**config.mk**
```make
export PLATFORM = sky130hd
export DESIGN_NAME = sg_fetch_mapper
export DESIGN_NICKNAME = d
export VERILOG_FILES = /design/src/rtl/sgb_pkg.sv /design/src/rtl/sgb_ctrl.sv /design/src/rtl/sgb_datapath.sv /design/src/rtl/sg_fetch_mapper.sv
export SDC_FILE = /design/constraint.sdc
export NUM_CORES = 1
export LEC_CHECK = 0
export BUFFER_PORTS_ARGS = -buffer_cell sky130_fd_sc_hd__clkbuf_2
export CAP_MARGIN = 20
export CORE_UTILIZATION = 55
export DETAILED_ROUTE_END_ITERATION = 16
export HOLD_SLACK_MARGIN = 0.1
export PLACE_DENSITY = 0.82
export SYNTH_ARGS = -nofsm -noshare
export SYNTH_HDL_FRONTEND = slang
export SYNTH_HIERARCHICAL = 1
export SYNTH_SLANG_ARGS = --single-unit
```
**constraint.sdc**
```tcl
create_clock -name clk -period 8.6 [get_ports clk]
set_clock_uncertainty 0.05 [all_clocks]
set_input_delay 1.29 -clock clk [delete_from_list [all_inputs] [get_ports clk]]
set_output_delay 1.29 -clock clk [all_outputs]
set_load 0.1 [all_outputs]
```
**src/rtl/sgb_pkg.sv**
```systemverilog
`timescale 1ns/1ps
package sgb_pkg;

  // Strobes sent from control to datapath each cycle.
  typedef struct packed {
    logic mapWrite;   // store the search result for the current rebuild pointer
    logic accept;     // register a submit result
  } sgb_strobe_t;

  // Reset size of bucket idx, in 16-byte blocks; the last bucket covers the largest command.
  function automatic int defaultBucket(int idx, int numBuckets, int maxSg, int minBlocks);
    if (idx == numBuckets - 1) return maxSg + minBlocks;
    case (idx)
      0: return 5;
      1: return 6;
      2: return 8;
      3: return 10;
      4: return 12;
      5: return 20;
      6: return 28;
      default: return maxSg + minBlocks;
    endcase
  endfunction

endpackage

```
**src/rtl/sgb_ctrl.sv**
```systemverilog
`timescale 1ns/1ps
module sgb_ctrl
  import sgb_pkg::*;
#(
  parameter int MAX_SG = 32,
  parameter int SG_W   = 6
) (
  input  logic            clk,
  input  logic            rstN,
  input  logic            cfgWrEn,
  input  logic            subValid,
  output sgb_strobe_t     strb,
  output logic [SG_W-1:0] mapPtr,
  output logic            busy
);

  logic            busyQ;
  logic [SG_W-1:0] ptrQ;

  // Rebuild walks SG counts 0..MAX_SG, one per clock; a bucket write restarts it.
  always_ff @(posedge clk or negedge rstN) begin
    if (!rstN) begin
      busyQ <= 1'b1;
      ptrQ  <= '0;
    end else if (cfgWrEn) begin
      busyQ <= 1'b1;
      ptrQ  <= '0;
    end else if (busyQ) begin
      if (ptrQ == SG_W'(MAX_SG)) begin
        busyQ <= 1'b0;
      end else begin
        ptrQ <= ptrQ + 1'b1;
      end
    end
  end

  always_comb begin
    strb.mapWrite = busyQ && !cfgWrEn;
    strb.accept   = subValid && !busyQ;
  end

  assign mapPtr = ptrQ;
  assign busy   = busyQ;

endmodule

```
**src/rtl/sgb_datapath.sv**
```systemverilog
`timescale 1ns/1ps
module sgb_datapath
  import sgb_pkg::*;
#(
  parameter int NUM_BUCKETS = 8,
  parameter int MAX_SG      = 32,
  parameter int MIN_BLOCKS  = 4,
  parameter int SIZE_W      = 8,
  parameter int ADDR_W      = 32,
  parameter int IDX_W       = 11,
  parameter int SG_W        = 6,
  parameter int SEL_W       = 3,
  parameter int TAG_W       = 16
) (
  input  logic              clk,
  input  logic              rstN,
  input  sgb_strobe_t       strb,
  input  logic [SG_W-1:0]   mapPtr,
  input  logic              cfgWrEn,
  input  logic [SEL_W-1:0]  cfgWrSel,
  input  logic [SIZE_W-1:0] cfgWrSize,
  input  logic              enhMode,
  input  logic [ADDR_W-1:0] subAddr,
  input  logic [SG_W-1:0]   subSgCnt,
  input  logic [IDX_W-1:0]  subCmdIdx,
  output logic              outValid,
  output logic [ADDR_W-1:0] outAddr,
  output logic [TAG_W-1:0]  outTag,
  output logic              outNoFit
);

  localparam int BKT_W   = $clog2(NUM_BUCKETS + 1);
  localparam int ALIGN_W = 5;

  logic [SIZE_W-1:0] bucket [NUM_BUCKETS];
  logic [BKT_W-1:0]  fitMap [MAX_SG+1];
  logic [SIZE_W:0]   need;
  logic [NUM_BUCKETS-1:0] fits;
  logic [BKT_W-1:0]  fitIdx;

  // Bucket size registers.
  always_ff @(posedge clk or negedge rstN) begin
    if (!rstN) begin
      for (int j = 0; j < NUM_BUCKETS; j++)
        bucket[j] <= SIZE_W'(defaultBucket(j, NUM_BUCKETS, MAX_SG, MIN_BLOCKS));
    end else if (cfgWrEn) begin
      bucket[cfgWrSel] <= cfgWrSize;
    end
  end

  // Blocks needed by a command whose SG count is the rebuild pointer.
  assign need = (SIZE_W+1)'(mapPtr) + (SIZE_W+1)'(MIN_BLOCKS);

  for (genvar g = 0; g < NUM_BUCKETS; g++) begin : gFit
    assign fits[g] = {1'b0, bucket[g]} >= need;
  end

  // Lowest fitting index; NUM_BUCKETS when none fits.
  always_comb begin
    fitIdx = BKT_W'(NUM_BUCKETS);
    for (int j = NUM_BUCKETS - 1; j >= 0; j--)
      if (fits[j]) fitIdx = BKT_W'(j);
  end

  always_ff @(posedge clk) begin
    if (strb.mapWrite) fitMap[mapPtr] <= fitIdx;
  end

  // Submit lookup and encoding.
  logic             overMax;
  logic [SG_W-1:0]  safeIdx;
  logic [BKT_W-1:0] lookIdx;
  logic             noFit;
  logic [SEL_W-1:0] field;
  logic [ALIGN_W-1:0] lowBits;

  always_comb begin
    overMax = subSgCnt > SG_W'(MAX_SG);
    safeIdx = overMax ? '0 : subSgCnt;
    lookIdx = overMax ? BKT_W'(NUM_BUCKETS) : fitMap[safeIdx];
    noFit   = lookIdx == BKT_W'(NUM_BUCKETS);
    field   = noFit ? '0 : lookIdx[SEL_W-1:0];
    lowBits = enhMode ? ALIGN_W'({field, 1'b1}) : '0;
  end

  always_ff @(posedge clk or negedge rstN) begin
    if (!rstN) begin
      outValid <= 1'b0;
      outAddr  <= '0;
      outTag   <= '0;
      outNoFit <= 1'b0;
    end else begin
      outValid <= strb.accept;
      if (strb.accept) begin
        outAddr  <= (subAddr & ~ADDR_W'((1 << ALIGN_W) - 1)) | ADDR_W'(lowBits);
        outTag   <= {subCmdIdx, 1'b1, 4'b0000};
        outNoFit <= noFit;
      end
    end
  end

endmodule

```
**src/rtl/sg_fetch_mapper.sv**
```systemverilog
`timescale 1ns/1ps
module sg_fetch_mapper
  import sgb_pkg::*;
#(
  parameter int NUM_BUCKETS = 8,
  parameter int MAX_SG      = 32,
  parameter int MIN_BLOCKS  = 4,
  parameter int SIZE_W      = 8,
  parameter int ADDR_W      = 32,
  parameter int IDX_W       = 11,
  localparam int SG_W       = $clog2(MAX_SG + 1),
  localparam int SEL_W      = $clog2(NUM_BUCKETS),
  localparam int TAG_W      = IDX_W + 5
) (
  input  logic              clk,
  input  logic              rstN,
  input  logic              cfgWrEn,
  input  logic [SEL_W-1:0]  cfgWrSel,
  input  logic [SIZE_W-1:0] cfgWrSize,
  input  logic              enhMode,
  input  logic              subValid,
  input  logic [ADDR_W-1:0] subAddr,
  input  logic [SG_W-1:0]   subSgCnt,
  input  logic [IDX_W-1:0]  subCmdIdx,
  output logic              busy,
  output logic              outValid,
  output logic [ADDR_W-1:0] outAddr,
  output logic [TAG_W-1:0]  outTag,
  output logic              outNoFit
);

  sgb_strobe_t     strb;
  logic [SG_W-1:0] mapPtr;

  sgb_ctrl #(.MAX_SG(MAX_SG), .SG_W(SG_W)) ctrl_i (
    .clk(clk), .rstN(rstN), .cfgWrEn(cfgWrEn), .subValid(subValid),
    .strb(strb), .mapPtr(mapPtr), .busy(busy)
  );

  sgb_datapath #(
    .NUM_BUCKETS(NUM_BUCKETS), .MAX_SG(MAX_SG), .MIN_BLOCKS(MIN_BLOCKS),
    .SIZE_W(SIZE_W), .ADDR_W(ADDR_W), .IDX_W(IDX_W), .SG_W(SG_W),
    .SEL_W(SEL_W), .TAG_W(TAG_W)
  ) dp_i (
    .clk(clk), .rstN(rstN), .strb(strb), .mapPtr(mapPtr),
    .cfgWrEn(cfgWrEn), .cfgWrSel(cfgWrSel), .cfgWrSize(cfgWrSize),
    .enhMode(enhMode), .subAddr(subAddr), .subSgCnt(subSgCnt),
    .subCmdIdx(subCmdIdx), .outValid(outValid), .outAddr(outAddr),
    .outTag(outTag), .outNoFit(outNoFit)
  );

endmodule

```
==> summary by stage, run 1 <==
Setup path
STA puts the critical path data required time at 8.90 ns. The largest fanout on the critical path is 22. Data on the critical path arrives at its endpoint at approximately 4.4 ns.

The capturing element type of the critical path is a register. The worst setup path is launched from a register. The type of the worst setup path is register to register.

Die
The region available for standard cell placement spans just under 20000 um2. The top-level I/O count is 116. The initial cell density of the core is 56.7%. The floorplan step defined a die boundary enclosing 20900 um2.

The die is ~140 um tall. The floorplan die width is 145 um. After floorplanning, the core was divided into a little over 50 placement rows.

GRT
Summed over all layers, the global routing overflow is 0. The initial antenna violation count is 0. The aggregate global-route resource usage is between 20 and 25%. The via count of the first global-routing pass was 6955. The global-route wire length before repair is 36000 um. The maximum number of pins on one net before global-route repair is 73.

Drt
For this block, the via count after detailed routing is 6573. The total routed wirelength is 22600 um. The detail-routed via count per cell is 5.77.

The initial detailed-routing violation count is between 300 and 400. The post-route DRC violation count is 0. After detailed routing, the average wire length per cell comes to roughly 20 um. The detailed-router iteration count before antenna repair is 5. The final antenna-violating net count is 0.

Logic synthesis
Synthesis inferred ~250 register bits. After synthesis, flip-flops and latches occupy 61.6% of the total area. The synthesized netlist occupies a cell area of ~11000 um2. The number of distinct library cell variants in the gate-level netlist after synthesis is 58. The number of warning messages in the yosys log is 6. The synthesized design contains 132 enable-type register cells. The fraction of synthesis flops using an asynchronous set or reset pin is 46.8%. The mean instance size in the synthesized netlist is 15.1 um2.

Synthesis produced a netlist whose cell count is 740. The leading register cell type out of synthesis is edfxtp_1.

CTS
In this run the number of H-tree levels came out at 1. The clock latency on the worst-skew pair is 0.51 ns. CTS saw between 200 and 250 sinks.

Clock tree synthesis selected as its root buffer the cell clkbuf_16. In this run the post-CTS setup repair buffer count came out at 0. Post-CTS repair changed the size of 0 cells.

After clock tree synthesis, the clock-pin slew on the worst setup and hold paths is 0.06 ns. In this run, post-CTS hold repair placed 0 buffers. TritonCTS built the clock tree. The deepest clock path buffer count is 3. Buffers inserted during clock tree synthesis total 25.

Timing
The total count of hold-check failures in the final report came to 0. Setup repair after global routing left no endpoint under its margin. Setup violations remaining at the end of the flow were counted as 0. The upper clock frequency limit is between 200 and 250 MHz. Adding up every negative setup slack in the final design gives 0 ns. The slew at the pin closest to its max-slew limit is 0.905 ns. The period utilization is 48.0%. The number of pins with negative max-slew slack in the final report came to 0. The minimum period implied by the final worst setup slack is just over 4 ns.

Headroom to the max-slew limit came out at 39.7%. The worst path meets setup with 4.47 ns of slack.

Layout
The antenna diode count is 0. The post-layout net count is 981. From synthesis to final layout, the design area changed by 14.6%.

The most frequent standard cell in the layout excluding fill and tap cells is edfxtp_1. The number of fillers in the final layout is 1371. The post-route netlist has approximately a third of its cells at a drive strength greater than 1. Leaving out fill and tap cells, the most frequent cells in the layout are 132 x edfxtp_1, 104 x clkbuf_2, 100 x mux2_2.

Power
The leakage power figure is 5.15 nW. The overall power consumption is 0.00318 W. The worst voltage drop across the vdd grid is 276 uV.

Power spread over the standard cell area amounts to 248 nW/um2.

Placed design
The estimated wirelength of the detail-placed design is 15500 um. Prior to clock tree synthesis, the placed netlist has a worst setup slack of 3.97 ns. Routability-driven placement finished with a final weighted congestion of 0.909. The count of buffers inserted at the top-level ports is 105.

Flow run
Across the run, the number of max-cap violations was 0.

Outcome
The flow ran to the end, and the final reports show no timing, DRC or antenna violations.

Hold path
The class of the tightest hold or removal check is register to register.
## cell usage after synthesis (3+ instances only)
cell type    n  area (um2)
o21ai_0     15        75.1
nand3b_1     5        37.5
nor2_1      50         188
a211o_1      3        26.3
a211oi_1     8        60.1
a31oi_1      3        18.8
mux2i_1      7        70.1
xor2_1       3        26.3
ha_1        59         738
dfrtp_1     99        2480
a21o_1      16         120
inv_1       16        60.1
nand2b_1    14        87.6
dfstp_2     17         447
nand2_1     35         131
clkbuf_1    14        52.6
edfxtp_1   132        3960
a21oi_1     12        60.1
mux4_2      26         586
nor2b_1     15        93.8
nand3_1     10        50.1
buf_2        5        25.0
and2_1       4        25.0
nand4b_1     6        52.6
nand4_1      3        18.8
nor3_1       4        20.0
buf_4        5        37.5
mux2_2     100        1130
o22ai_1      4        25.0
a22oi_1     11        82.6
## layer usage
layer / track usage, % / wire length (um) / vias to the layer above
li1: - / - / 3037
met1: 28.0 / 8920 / 3304
met2: 41.2 / 12200 / 189
met3: 2.91 / 931 / 43
met4: 7.26 / 541 / 0
met5: 0 / 0 / -
## path summary, 6_finish.rpt
| kind | start | to | slack [ns] | depth (start not counted) |
|---|---|---|---|---|
| hold reg to reg | dp_i/outTag[4] | dp_i/outTag[4] | 0.43 | 1 |
| min in group asynchronous | rstN | dp_i/outAddr[14] | 0.73 | 1 |
| setup / recovery | ctrl_i/mapPtr[2] | dp_i/fitMap[16][1] | 4.47 | 10 |
| hold / removal | dp_i/outTag[4] | dp_i/outTag[4] | 0.43 | 1 |
| max in group asynchronous | rstN | ctrl_i/mapPtr[4] | 6.45 | 2 |
| setup reg to reg | ctrl_i/mapPtr[2] | dp_i/fitMap[16][1] | 4.47 | 10 |
## critical path: stages (launching register included)
cell      delay (ns)
dfrtp_1         0.67
ha_1            0.39
xnor2_1         0.67
ha_1            0.25
nand2_1         0.05
o21ai_0         0.24
a31oi_1         0.15
nor2b_1         0.16
or3_1           0.38
a211oi_4        0.69
buf_8           0.26
## metrics by stage
step                      util (%)  area (um2)  hold slack [ns]  instances
after floorplan                  -       11200            0.428        744
after global placement        60.7       12000            0.402       1092
after detailed placement      60.8       12000            0.421       1093
after CTS                     64.7       12800            0.438       1138
after global routing          64.9       12800            0.455       1140
final                         64.9       12800            0.434       1140
## registers in the layout (all words and copies together) (netlist names)
signal and count:
dp_i/bucket 64, dp_i/outNoFit 1, dp_i/outAddr 31, dp_i/outValid 1, ctrl_i/busy 1, dp_i/outTag 12
dp_i/fitMap 132, ctrl_i/mapPtr 6
## area by class of cell
type	instances	area, um2	area share, %
timing repair buffer	114	631	4.93
clock buffer	36	707	5.52
tap	265	332	2.59
clock inverter	9	68.8	0.537
sequential	248	6890	53.8
multi-input combinational	452	4120	32.2
inverter	16	60.1	0.469
## power by group
group / total [W] / internal (W) / switching, W
registers: 0.00145 / 0.00139 / 0.0000646
clock network: 0.00103 / 0.000599 / 0.000431
logic: 0.000695 / 0.000225 / 0.000470
total: 0.00318 / 0.00221 / 0.000965
## kinds of logic after synthesis
group / Yosys count / share of synthesized area [%]
xor gates and xnor gates: 4 / 0.314
muxes: 135 / 16.4
AOI/OAI and AO/OA: 88 / 5.51
and+or+nand+nor: 161 / 7.50
other: 1 / 0.0336
buffers and inverters: 44 / 1.98
adders and majority gates: 59 / 6.61
DFF: 248 / 61.6
(Power assumes the default switching activity.)
==> run 2, diff against run 1 <==
--- a/config.mk
+++ b/config.mk
@@ -5,12 +5,13 @@
 export SDC_FILE = /design/constraint.sdc
 export NUM_CORES = 1
 export LEC_CHECK = 0
+export ABC_AREA = 1
 export BUFFER_PORTS_ARGS = -buffer_cell sky130_fd_sc_hd__clkbuf_2
 export CAP_MARGIN = 20
-export CORE_UTILIZATION = 55
+export CORE_UTILIZATION = 54
 export DETAILED_ROUTE_END_ITERATION = 16
 export HOLD_SLACK_MARGIN = 0.1
-export PLACE_DENSITY = 0.82
+export PLACE_DENSITY = 0.84
 export SYNTH_ARGS = -nofsm -noshare
 export SYNTH_HDL_FRONTEND = slang
 export SYNTH_HIERARCHICAL = 1
==> constraint.sdc (replaced) <==
create_clock -name clk -period 3.5 [get_ports clk]
set_clock_uncertainty 0.05 [all_clocks]
set_input_delay 0.525 -clock clk [delete_from_list [all_inputs] [get_ports clk]]
set_output_delay 0.525 -clock clk [all_outputs]
set_load 0.1 [all_outputs]
==> summary by stage, run 2 <==
Layout
In the final layout, the registers with the most flip-flops are dp_i/fitMap: 132 flops, dp_i/bucket: 64 flops, dp_i/outAddr: 31 flops. 0 antenna diodes ended up in the layout. The proportion of layout cells with a drive suffix above 1 is between 10% and 20%.

The number of flip-flops in the largest register is between 100 and 150. The register containing the most flip-flops in the final layout is dp_i/fitMap. The most frequent standard cell in the layout excluding fill and tap cells is nand2_1. In the layout the commonest cells are 337 x nand2_1, 149 x nand3_1, 132 x edfxtp_1.

The area added between synthesis and finish is 14.7%. The share of the core filled with cells is 63.3%. The post-layout net count is 1412.

Power
The clock network is responsible for 36.8% of the overall power. The internal power summed over all cells is 0.00538 W. VDD sags by at most 451 uV. The analysis attributes to cell leakage a power of 6.12 nW.

Dividing total power by cell area gives a power density of about 560 nW/um2. Registers are responsible for 46.4% of the overall power. For this design the total switching power over the nets is 0.00206 W.

In this run, the combinational gates consume 16.8% of the power. Of the total power, the share spent switching nets is 27.7%.

Setup path
Together, buffers and inverters on the worst path number 3. The dominant cell type by count on the critical path is buf_4. For the worst setup path, the data required time is between 3 and 4 ns.

The delay of the slowest cell on the worst path is 0.37 ns. The worst setup path is captured at a register. Walking the worst path, the cells encountered are buf_4 -> nand3_1 -> xor2_1 -> buf_4 -> ha_1 -> a21o_1 -> a211oi_1 -> nand2_1 -> a21oi_1 -> and2_1 -> nand2_1 -> nor2_2 -> buf_4. Among cell families on the critical path, the largest total delay comes from buffers and inverters. The worst setup path is of the register to register kind. Of all nets on the critical path, the largest fanout is 33.

The arrival time reported for the critical path endpoint is about 3.5 ns. The worst setup path is launched from a register. The standard cell with the maximum stage delay on the critical path is dfrtp_1.

CTS
The H-tree depth reported by CTS is 1. The number of CTS-inserted buffers is 26. The clock input transition at the sequential cells of the worst setup and hold paths is about 0.060 ns.

The clock reaches the later pin of the worst-skew pair after 0.52 ns. The tree is rooted in a clkbuf_16. The number of buffers inserted to repair setup after CTS is 0. The CTS sink count is between 200 and 250. The deepest clock path buffer count is 3. TritonCTS built the clock tree.

Timing
Setup repair after global routing left no endpoint under its margin. The total count of hold-check failures in the final report is 0. The minimum period implied by the final worst setup slack is between 3 and 4 ns.

Setup violations remaining at the end of the flow were counted as 0. At the pin with the least slew margin, the transition time is approximately 0.90 ns. The number of pins with negative max-slew slack in the final report is 0. The headroom to the max-slew limit is 39.9%. After layout, the worst setup slack is 0.285 ns. The period utilization is 91.9%. Timing would allow up to 311 MHz.

Logic synthesis
After synthesis, the share of flip-flops with an asynchronous set or reset is between 40 and 50%. Summed over its instances, the top area cell type makes up between 30% and 40% of the synthesized netlist area. The Yosys step of the flow raised 6 warnings. The average instance in the mapped netlist occupies 9.83 um2.

The leading register cell type out of synthesis is edfxtp_1. The largest total area in the synthesized netlist belongs to edfxtp_1. Sequential cells were found to cover about three fifths of the synthesized design area.

The flop and latch count out of synthesis is 248. Synthesis produced a netlist whose cell count is 1181. The number of distinct library cell variants in the gate-level netlist after synthesis is 39. The most repeated cell in the gate-level netlist after synthesis is nand2_1.

The synthesized netlist occupies a cell area of around 12000 um2. By count the netlist is led by 337 x nand2_1, 149 x nand3_1, 132 x edfxtp_1. After synthesis, the cell types taking the most area are edfxtp_1 34%, dfrtp_1 21%, nand2_1 11%. The synthesized design contains 132 enable-type register cells.

Drt
The initial detailed-routing violation count is between 800 and 900. The detail-routed via count per cell is roughly 5.7. Across all layers, the routed design uses between 8000 and 9000 vias.

The post-route DRC violation count is 0. Summed over all layers, the routed wires come to 27000 um. In this run the remaining antenna-violating nets after routing total 0.

The routed wirelength normalized by instance count is 17.1 um. The detailed-router iteration count before antenna repair is 7.

Placed design
The count of buffers inserted at the top-level ports is 105. The estimated wirelength of the detail-placed design is 17400 um. OpenSTA, run right after detailed placement, puts the worst setup slack at 0.201 ns. Routability-driven placement finished with a final weighted congestion of 0.838.

GRT
For met2 alone, demand over resource in global routing was about 45%. The met3 track demand over resource is 3.62%. Global routing used 30.2% of the available met1 tracks.

The aggregate global-route resource usage is 24.7%. After global routing, the most crowded layer is met2. The via count of the first global-routing pass is about 8700. The first global-routing pass estimated 42900 um of wire.

The global route total overflow is 0. Entering global routing, the biggest net connects between 70 and 80 pins. The initial antenna violation count was 0.

Flow run
The max-cap check violation count is 0.

Hold path
The path class of the tightest hold or removal check is input port to asynchronous set/reset pin.

Die
The die covers 22100 um2. The floorplan die width is 149 um. The die is between 100 and 150 um tall.

The core region is 21000 um2. The top-level I/O count is ~120. The placement row count is 53. For this configuration, the core starts out at a cell density of 55.2%.

Outcome
The flow ran to the end, and the final reports show no timing, DRC or antenna violations.
-- run 2: timing repair --
item,4_1_cts,5_1_grt
hold buffers,0,0
endpoints found under the setup margin,0,99
hold endpoints to repair,0,0
resized for setup,0,1
-- run 2: path summary, 6_finish.rpt --
| path | cells after the start | endpoint | slack (ns) | from |
|---|---|---|---|---|
| max in group asynchronous | 2 | dp_i/bucket[20] | 2.48 | rstN |
| setup / recovery | 13 | dp_i/fitMap[24][2] | 0.28 | ctrl_i/mapPtr[2] |
| hold / removal | 1 | dp_i/outAddr[25] | 0.1 | rstN |
| hold reg to reg | 2 | dp_i/outAddr[20] | 0.42 | dp_i/outAddr[20] |
| setup reg to reg | 13 | dp_i/fitMap[24][2] | 0.28 | ctrl_i/mapPtr[2] |
| min in group clk | 3 | dp_i/outAddr[6] | 0.15 | subAddr[6] |
-- run 2: cell type report --
cell class                      count  area [um2]
Clock buffer                       43         817
Clock inverter                      5        52.6
Fill cell                        1611        7710
Inverter                           84         315
Multi-Input combinational cell    806        4210
Sequential cell                   248        6890
Tap cell                          275         344
Timing Repair Buffer              122         693
-- run 2: kinds of logic after synthesis --
| kind of cell | synth area share, % |
|---|---|
| buf+inv | 4.87 |
| flops | 59.4 |
| other cells | 0.0323 |
| compound gates | 7.62 |
| xor+xnor | 0.226 |
| simple gates | 21.5 |
| fa+ha+maj | 6.36 |
-- run 2: power groups by stage --
stage          logic [W]  registers (W)  clock network [W]
6_report         0.00125        0.00345            0.00274
5_1_grt          0.00139        0.00347            0.00289
4_1_cts          0.00125        0.00345            0.00279
3_5_place_dp     0.00122        0.00350                  0
3_3_place_gp     0.00117        0.00349                  0
2_1_floorplan   0.000678        0.00367                  0
-- run 2: worst reg2reg max path, delay by kind of cell, from the launching register on --
family | cells | cell delay [ns]
buf+inv | 3 | 0.80
simple gates | 5 | 0.69
compound gates | 3 | 0.60
flops | 1 | 0.37
fa+ha+maj | 1 | 0.30
xor+xnor | 1 | 0.16
-- run 2: metrics by stage --
| stage | area (um2) | power [W] | hold WS [ns] | cells | setup TNS (ns) |
|---|---|---|---|---|---|
| floorplan | 11600 | 0.00435 | 0.179 | 1185 | -1.77 |
| CTS | 13300 | 0.00748 | 0.110 | 1583 | 0 |
| global route | 13300 | 0.00775 | 0.145 | 1583 | 0 |
| detailed placement | 12400 | 0.00473 | 0.407 | 1535 | 0 |
| global placement | 12400 | 0.00466 | 0.401 | 1535 | 0 |
| finish | 13300 | 0.00744 | 0.0970 | 1583 | 0 |
-- run 2: per-layer routing --
layer | part of all wire [%] | vias to the layer above
li1 | - | 4211
met1 | 38 | 4299
met2 | 52 | 372
met3 | 6.8 | 69
met4 | 2.9 | 0
met5 | 0 | -
==> run 3, diff against run 2 <==
--- a/config.mk
+++ b/config.mk
@@ -8,6 +8,7 @@
 export ABC_AREA = 1
 export BUFFER_PORTS_ARGS = -buffer_cell sky130_fd_sc_hd__clkbuf_2
 export CAP_MARGIN = 20
+export CORE_MARGIN = 2
 export CORE_UTILIZATION = 54
 export DETAILED_ROUTE_END_ITERATION = 16
 export HOLD_SLACK_MARGIN = 0.1
==> summary by stage, run 3 (synthesized netlist as in run 2, its figures left out) <==
Layout
In the final layout, flip-flops and latches occupy slightly below 7000 um2. Cells fill 63.8% of the core in the end. The register containing the most flip-flops in the final layout is dp_i/fitMap.

The design area is around 13000 um2. In the layout the commonest cells are 337 x nand2_1, 148 x nand3_1, 132 x edfxtp_1. The largest registers in the layout are dp_i/fitMap: 132 flops, dp_i/bucket: 64 flops, dp_i/outAddr: 31 flops. In the final layout, the share of cells above drive strength 1 is 16.7%. In the final layout, the multi-input gates occupy 4220 um2.

The area added between synthesis and finish is 15.9%. Fill cells in the final layout number 1584. The number of flip-flops in the largest register is 132. The finished layout holds 1605 standard cells, fillers aside.

The number of antenna diodes in the final layout is 0. For this run, the post-layout net count is 1434. The most frequent standard cell in the layout excluding fill and tap cells is nand2_1.

Timing
The number of pins with negative max-slew slack in the final report is 0. Setup repair after global routing left no endpoint under its margin. The sum of negative setup slack is 0 ns. The minimum period implied by the final worst setup slack is roughly 3.1 ns. The slew at the pin closest to its max-slew limit is 0.826 ns. The worst path meets setup with ~0.37 ns of slack.

The worst path uses slightly below 90% of the clock period. The final number of setup-violating endpoints is 0. The headroom to the max-slew limit is 44.9%. Timing would allow up to 320 MHz. The total count of hold-check failures in the final report is 0.

Power
In this run switching power makes up 28.3% of total power. Internal power comes to ~0.0053 W. The share of power burned in registers is 46.3%. The analysis attributes to net switching a power of 0.00211 W. The combinational fraction of design power is around 17%. The power density over the cells is about 550 nW/um2. The share of total power dissipated in the clock network is 36.5%. The leakage power figure is 6.22 nW.

The worst voltage drop across the vdd grid is around 440 uV.

Flow run
The max-cap check violation count is 0.

Die
From left edge to right edge, the die measures 151 um. The core region area is about 21000 um2. The placement row count is 53. The top-level I/O count is 116. The initial cell density of the core is between 50% and 60%. The floorplan step defined a die boundary enclosing 22700 um2. The height of the chip is 151 um.

Outcome
The flow ran to the end, and the final reports show no timing, DRC or antenna violations.

GRT
The via count of the first global-routing pass came to 9009. The maximum number of pins on one net before global-route repair is 64. The initial antenna violation count came to 0.

For this run the aggregate overflow at the end of global routing stands at 0. The aggregate global-route resource usage is about a quarter. The global-route wire length before repair is between 40000 and 50000 um.

Drt
Summed over all layers, the routed wires come to 28100 um. In the routed design, unresolved DRC markers number 0. The final antenna-violating net count is 0. Summing over every cut layer, the via total after detailed routing is 9049. The detailed-router iteration count before antenna repair is 6. The detail-routed via count per cell is 5.64. The initial detailed-routing violation count is 1072. The routed wirelength normalized by instance count is 17.5 um.

Setup path
The endpoint of the most critical register-to-register path is dp_i/fitMap[8][2]. The register-to-register setup slack is approximately 0.37 ns. The type of the worst setup path is register to register. The data required time at the worst endpoint is about 3.7 ns. The capturing element type of the critical path is a register. The largest fanout on the critical path is 33. The worst register-to-register path begins at ctrl_i/mapPtr[2]. The arrival time reported for the critical path endpoint is 3.30 ns.

The kind of launch point of the worst setup path is a register. The path depth of the worst reg2reg path is 12.

Hold path
The startpoint identified for the worst hold timing path is subAddr[6]. The class of the tightest hold or removal check is input port to register. The path with the worst hold slack has its endpoint at dp_i/outAddr[6].

The worst hold path passes through 3 cells.

Placed design
The last weighted congestion value of the routability-driven placer is around 0.86. Detailed placement ended at an HPWL of 18000 um. Timing analysis after detailed placement gives a worst setup slack of -0.0839 ns. The instance area after placement is roughly 13000 um2. The number of placed cells counting well taps is 1549. The count of buffers inserted at the top-level ports is 105.

CTS
TritonCTS created 26 clock buffers. After clock tree synthesis, the clock-pin slew on the worst setup and hold paths is roughly 0.06 ns. The clock tree from TritonCTS is yes. The deepest clock path buffer count is 3. Clock tree synthesis found a total of approximately 250 sinks. In this run the number of H-tree levels came out at 1. The clock tree root driver cell is clkbuf_16. For the worst-skew pair, the clock arrives at the later sink with an insertion delay of 0.53 ns.
-- run 3: timing repair --
item | CTS | global route
cloned | 1 | 0
buffers inserted | 4 | 2
hold endpoints to repair | 52 | 0
hold buffers | 1 | 0
pin swaps | 1 | 1
gates resized for setup | 0 | 2
endpoints found under the setup margin | 13 | 76
-- run 3: critical path: stages, from the launching register on --
cell and delay (ns):
dfrtp_1 0.41, nand3_1 0.12, xor2_1 0.17, buf_4 0.23
ha_1 0.27, a21o_1 0.18, a211oi_1 0.27, nand2_1 0.10
a21oi_1 0.23, nand2_1 0.26, nor2_1 0.20, nor2_2 0.06
buf_4 0.26
-- run 3: through the flow --
| step | total power [W] | hold WS, ns |
|---|---|---|
| floorplan | 0.00435 | 0.179 |
| global placement | 0.00469 | 0.401 |
| detailed placement | 0.00475 | 0.403 |
| CTS | 0.00747 | 0.134 |
| global route | 0.00776 | 0.149 |
| finish | 0.00746 | 0.143 |
-- run 3: metal layers --
layer  routed length (um)  track usage, %
met5                    0               0
met4                 1040            10.3
met3                 2160            4.09
met2                14000            43.4
met1                10900            30.2
-- run 3: worst max path at each step --
stage / from / to / slack, ns / depth (start not counted)
after floorplan: ctrl_i/mapPtr[2] / dp_i/fitMap[0][1] / -0.04 / 9
after global placement: ctrl_i/mapPtr[2] / dp_i/fitMap[15][3] / 0.05 / 9
after detailed placement: ctrl_i/mapPtr[2] / dp_i/fitMap[23][3] / -0.08 / 9
after CTS: ctrl_i/mapPtr[2] / dp_i/fitMap[5][3] / 0.03 / 8
after global routing: ctrl_i/mapPtr[2] / dp_i/fitMap[28][2] / 0.20 / 13
final: ctrl_i/mapPtr[2] / dp_i/fitMap[8][2] / 0.37 / 12
-- run 3: final cells by class --
type | instances | area share (%)
flip-flops and latches | 248 | 51.2
multi-input cells | 807 | 31.4
repair buffers | 143 | 6.25
clock buffers | 36 | 5.43
well taps | 275 | 2.56
inverters | 84 | 2.34
clock inverters | 12 | 0.856
-- run 3: power by group through the flow --
| stage | Combinational (W) | Clock (W) | Sequential (W) |
|---|---|---|---|
| final | 0.00129 | 0.00272 | 0.00345 |
| after global routing | 0.00143 | 0.00286 | 0.00347 |
| after CTS | 0.00127 | 0.00275 | 0.00345 |
| after detailed placement | 0.00125 | 0 | 0.00350 |
| after global placement | 0.00119 | 0 | 0.00349 |
| after floorplan | 0.000678 | 0 | 0.00367 |
